==> src/rtl/xcvr_pkg.sv <==
package xcvr_pkg;
  typedef enum logic {
    SRC_LIVE   = 1'b0,
    SRC_STORED = 1'b1
  } src_sel_e;

  localparam int NUM_SIDES = 2;
  localparam int SIDE_A = 0;
  localparam int SIDE_B = 1;
endpackage

==> src/rtl/xcvr_fall_detect.sv <==
module xcvr_fall_detect (
  input  logic clk,
  input  logic strobe,
  output logic fall
);
  logic strobe_q;

  // Tracks the strobe also during reset, so the first edge after reset is seen.
  always_ff @(posedge clk) begin
    strobe_q <= strobe;
  end

  assign fall = strobe_q & ~strobe;
endmodule

==> src/rtl/xcvr_store.sv <==
module xcvr_store #(
  parameter int W = 8
) (
  input  logic         clk,
  input  logic         rst,
  input  logic         load,
  input  logic [W-1:0] d,
  output logic [W-1:0] q
);
  always_ff @(posedge clk) begin
    if (rst) begin
      q <= '0;
    end else if (load) begin
      q <= d;
    end
  end
endmodule

==> src/rtl/xcvr_path.sv <==
module xcvr_path #(
  parameter int W = 8
) (
  input  logic         drive,
  input  logic         sel,
  input  logic [W-1:0] live,
  input  logic [W-1:0] stored,
  output logic [W-1:0] out
);
  import xcvr_pkg::*;

  src_sel_e src;
  assign src = src_sel_e'(sel);

  always_comb begin
    if (!drive) begin
      out = '0;
    end else if (src == SRC_STORED) begin
      out = stored;
    end else begin
      out = live;
    end
  end
endmodule

==> src/rtl/bus_xcvr_reg.sv <==
module bus_xcvr_reg #(
  parameter int W = 8
) (
  input  logic         clk,
  input  logic         rst,
  input  logic         oe_n,
  input  logic         dir,
  input  logic         sel_ab,
  input  logic         sel_ba,
  input  logic         cap_a,
  input  logic         cap_b,
  input  logic [W-1:0] a_in,
  output logic [W-1:0] a_out,
  output logic         a_oe,
  input  logic [W-1:0] b_in,
  output logic [W-1:0] b_out,
  output logic         b_oe
);
  import xcvr_pkg::*;

  logic [W-1:0] bus_in   [NUM_SIDES];
  logic [W-1:0] bus_out  [NUM_SIDES];
  logic [W-1:0] captured [NUM_SIDES];
  logic [W-1:0] stored_q [NUM_SIDES];
  logic         drive    [NUM_SIDES];
  logic         strobe   [NUM_SIDES];
  logic         fall     [NUM_SIDES];
  logic         sel_to   [NUM_SIDES];

  assign bus_in[SIDE_A] = a_in;
  assign bus_in[SIDE_B] = b_in;
  assign strobe[SIDE_A] = cap_a;
  assign strobe[SIDE_B] = cap_b;
  assign drive[SIDE_A]  = ~oe_n & ~dir;
  assign drive[SIDE_B]  = ~oe_n &  dir;
  // Select for the bus being driven: A gets sel_ba, B gets sel_ab.
  assign sel_to[SIDE_A] = sel_ba;
  assign sel_to[SIDE_B] = sel_ab;

  genvar g;
  generate
    for (g = 0; g < NUM_SIDES; g++) begin : g_side
      localparam int OTHER = NUM_SIDES - 1 - g;

      // Value present on bus g: our own drive when enabled, else external.
      assign captured[g] = drive[g] ? bus_out[g] : bus_in[g];

      xcvr_fall_detect u_fall (
        .clk    (clk),
        .strobe (strobe[g]),
        .fall   (fall[g])
      );

      xcvr_store #(.W(W)) u_store (
        .clk  (clk),
        .rst  (rst),
        .load (fall[g]),
        .d    (captured[g]),
        .q    (stored_q[g])
      );

      // Output of bus g comes from the opposite side's live bus or register.
      xcvr_path #(.W(W)) u_path (
        .drive  (drive[g]),
        .sel    (sel_to[g]),
        .live   (bus_in[OTHER]),
        .stored (stored_q[OTHER]),
        .out    (bus_out[g])
      );
    end
  endgenerate

  assign a_out = bus_out[SIDE_A];
  assign b_out = bus_out[SIDE_B];
  assign a_oe  = drive[SIDE_A];
  assign b_oe  = drive[SIDE_B];
endmodule

==> config.mk <==
export PLATFORM = sky130hd
export DESIGN_NAME = bus_xcvr_reg
export DESIGN_NICKNAME = d
export VERILOG_FILES = /design/src/rtl/xcvr_pkg.sv /design/src/rtl/xcvr_fall_detect.sv /design/src/rtl/xcvr_store.sv /design/src/rtl/xcvr_path.sv /design/src/rtl/bus_xcvr_reg.sv
export SDC_FILE = /design/constraint.sdc
export NUM_CORES = 1
export LEC_CHECK = 0
export BUFFER_PORTS_ARGS = -buffer_cell sky130_fd_sc_hd__buf_2
export CORE_AREA = 5 5 75 60
export CTS_BUF_LIST = sky130_fd_sc_hd__clkbuf_16
export CTS_CLUSTER_SIZE = 40
export DETAILED_ROUTE_END_ITERATION = 10
export DIE_AREA = 0 0 80 65
export SYNTH_ARGS = -nofsm -noshare
export SYNTH_HDL_FRONTEND = slang
export SYNTH_SLANG_ARGS = --single-unit
==> constraint.sdc <==
create_clock -name clk -period 1.5 [get_ports clk]
set_clock_uncertainty 0.1 [all_clocks]
set_input_delay 0.075 -clock clk [delete_from_list [all_inputs] [get_ports clk]]
set_output_delay 0.075 -clock clk [all_outputs]
set_load 0.01 [all_outputs]
Word level (Yosys, flattened, before mapping)
Cells that the tools add are included.
- register bits after elaboration: 18
- bitwise logic cells: 8
- mux-type cells: 6
- operators by type and width (operator ; number):
    $mux 8 ; 6
    $and 1x1->1 ; 4
    $not 1->1 ; 4

Logic depth before layout (Yosys ltp)
- word-level depth: 4
- depth in mapped cells: 5

Hierarchy
From an unflattened synthesis, not the netlist that was laid out.
- cells, all modules: 110
- area, all modules: 1163.6 um^2
- by module, submodules not included (module ; area an instance (um^2) ; cells each ; times used ; sequential area each (um^2)):
    xcvr_store ; 285.3 ; 26 ; 2 ; 160.2
    xcvr_path ; 141.4 ; 17 ; 2 ; 0.0
    bus_xcvr_reg ; 242.7 ; 20 ; 1 ; 0.0
    xcvr_fall_detect ; 33.8 ; 2 ; 2 ; 20.0

Worst setup path after synthesis
No wires, ideal clock.
- path type: reg-to-reg
- start point: register g_side[1].u_fall.strobe_q
- end point: register g_side[1].u_store.q[5]
- stages on the path, launching flop included: 5
- arrival time: 0.872 ns
- clock period less this slack: 1.091 ns
- slack: 0.409 ns
- buffers on the path: 1
- cells stage by stage: dfxtp_1 > nor2b_4 > buf_6 > o21ai_1 > o221a_1
- word-level cells in the longest chain between the ends: 1
- RTL lines (item ; line ; text):
    from (decl) ; xcvr_fall_detect.sv:6 ; logic strobe_q;
    from (signal assigned) ; xcvr_fall_detect.sv:10 ; strobe_q <= strobe;
    $and 1x1->1 ; xcvr_fall_detect.sv:13 ; assign fall = strobe_q & ~strobe;
    to (signal assigned) ; xcvr_store.sv:12 ; q <= '0;
    to (signal assigned) ; xcvr_store.sv:14 ; q <= d;
    to (decl) ; xcvr_store.sv:8 ; output logic [W-1:0] q
No other way between the ends.
A chain may end at the register's enable or synchronous reset.

Worst setup path after layout
- start point: input port cap_b
- end point: register g_side[1].u_store.q[2]
- word-level cells in the longest chain between the ends: 2
- RTL lines (item ; line ; text):
    from (decl) ; bus_xcvr_reg.sv:11 ; input logic cap_b,
    $not 1->1 ; xcvr_fall_detect.sv:13 ;
    $and 1x1->1 ; xcvr_fall_detect.sv:13 ;
No other way between the ends.

==> impl_metrics.tcl <==
set metrics [dict create \
    status "complete, no violations" \
    grt_pass1_vias 1052 \
    rsz0062_at_grt "false" \
    finalSetupViolCount 0 \
    place_ws_ns 0.244 \
    arrival_ns 1.42 \
    avgSynthCellArea_um2 9.62 \
    place_congestion 0.717 \
    final_common_cell "buf_2" \
    cts_tree "yes" \
    tightest_slew_ns 0.521 \
    stdcell_count 221 \
    antenna_found_initial 0 \
    final_cell_mix "buf_2 (41), dfxtp_1 (18), inv_1 (17)" \
    grt_usage_pct 12.2 \
    synth_edf_count 0 \
    cp_data_required_time_ns 1.54 \
    fp.dieArea_um2 5200 \
    firstDrtPassIters 4 \
    slew_headroom_pct 65.3 \
    cap_violations 0 \
    place_inst 209 \
    antenna_cells 0 \
    portBuffers 41 \
    die_x_um 80 \
    place.detailed.hpwl_mm 2.25 \
    vias 1000 \
    synth_warnings 0 \
    hold_class "in2reg" \
    ys_seq_area_share_pct 31.2 \
    worst_setup_path_start_kind "primary input" \
    pin_count 42 \
    cts_buffers 3 \
    syn_area_um2 1150 \
    clock-sinks 18 \
    drt-total-wl_mm 2.98 \
    syn_to_final_growth_pct 30.9 \
    grt_pass1_wl_mm 4.91 \
    vdd_drop_max_mv 0.370 \
    critPathKind "in2reg" \
    critPathMaxFanout 16 \
    syn_inst 120 \
    core_um2 3800 \
    clk_path_buf_depth 2 \
    fp.dieH_um 65 \
    finalMaxSlewViolations 0 \
    seqPwrFrac_pct 39.5 \
    switching_share_pct 25.5 \
    clk_latency_ns 0.25 \
    vias_per_cell 4.52 \
    initial_core_util_pct 30.4 \
    yosys.cell_types.count 22 \
    clock_power_share_pct 40.0 \
    yosysTopAreaCell "dfxtp_1" \
    num_rows 20 \
    async_flop_share_pct 0 \
    cellLeakagePower_uw 0.000768 \
    period_needed_ns 1.38 \
    fmax_mhz 723 \
    synth_fp_nets 144 \
    fin_nets 192 \
    cts_resized 0 \
    comb_power_share_pct 20.6 \
    gr-total-overflow 0 \
    ant_nets 0 \
    clkSlewWorstSetupHoldPaths_ns 0.05 \
    cts_root_buf "clkbuf_16" \
    synth_top_area_share_pct 31.2 \
    setup_slack_ns 0.116 \
    yosys-top-cells-area "dfxtp_1 (31%), a31oi_2 (8.7%), mux2_2 (7.8%)" \
    ys_ff_latch 18 \
    cts_htree_levels 1 \
    p_int_uw 991 \
    total_power_uw 1330 \
    wl_per_cell_um 13.5 \
    cp-end-kind "flip-flop" \
    hold_violations 0 \
    power_density_nw_per_um2 880 \
    nFillCells 411 \
    grt_max_degree 17 \
    dpl_cell_area_um2 1350 \
    setup_tns_ns 0 \
    power.switching_uw 339 \
    synthFlopType "dfxtp_1" \
    drive_gt1_share_pct 55.4 \
    design_area_um2 1510 \
    drc 0 \
    drtIter0Drc 40 \
    post-route-period-util_pct 92.2 \
]
worst max-delay path: stages:
cell and delay [ns]:
dlygate4sd3_1 0.53, buf_2 0.14, nor2b_4 0.31, o21ai_1 0.12, o221a_1 0.24
final timing paths:
check / startpoint / slack (ns) / cells past startpoint / endpoint
worst max-delay path: cap_b / 0.12 / 5 / g_side[1].u_store.q[2]$_SDFFE_PP0P_
worst min-delay path: a_in[5] / 0.03 / 3 / g_side[0].u_store.q[5]$_SDFFE_PP0P_
worst max register to register: g_side[1].u_fall.strobe_q$_DFF_P_ / 0.28 / 3 / g_side[1].u_store.q[2]$_SDFFE_PP0P_
worst min register to register: g_side[1].u_store.q[1]$_SDFFE_PP0P_ / 0.43 / 1 / g_side[1].u_store.q[1]$_SDFFE_PP0P_
cell usage after synthesis, types with 4 or more instances:
library cell  count
o21ai_1           6
o221a_1           6
o21ai_0           8
nor2_2            8
mux2i_1           8
a31oi_2           8
dfxtp_1          18
nand2_2           8
nand2_1           8
mux2_2            8
inv_1            17
buf_6             4
final cells by class:
cell class	count	area [um2]	area share, %
timing repair buffer	50	290	19.2
multi-input combinational	76	626	41.4
tap	55	68.8	4.55
clock buffer	3	75.1	4.97
inverter	19	91.3	6.04
sequential	18	360	23.8
power groups by stage:
stage	Combinational, uW	Clock (uW)	Sequential (uW)
after detailed placement	254	0	535
final	273	531	525
after global routing	302	568	528
after floorplan	189	0	530
after global placement	246	0	532
after CTS	258	547	525
sequential cells by signal, summed over array words and instances (netlist names):
register                count
g_side.u_fall.strobe_q      2
g_side.u_store.q           16
repair_timing:
item,4_1_cts,5_1_grt
buffers inserted,0,7
hold endpoints to repair,2,0
hold buffers,2,0
setup endpoints to repair,0,2
logic make-up (layout without fill, tap and decap cells):
| kind of cell | after synthesis | after routing | synth area share (%) |
|---|---|---|---|
| compound gates | 32 | 32 | 24.1 |
| simple gates | 28 | 28 | 15.4 |
| buf+inv | 26 | 72 | 14.6 |
| flops | 18 | 18 | 31.2 |
| mux | 16 | 16 | 14.7 |
layer usage:
metal	up-vias	track usage (%)	part of all wire (%)
met2	30	21.6	50
met1	463	13.8	43
met3	2	4.03	6.7
met4	0	3.59	0.30
met5	-	0	0
li1	505	-	-
per-stage QoR:
stage	hold WS (ns)	utilization, %
finish	0.0251	39.7
global route	0.0388	39.7
CTS	0.0235	38.0
detailed placement	0.127	35.5
global placement	0.122	35.5
floorplan	0.00272	-
No activity file was read; power rests on OpenSTA's default activity.
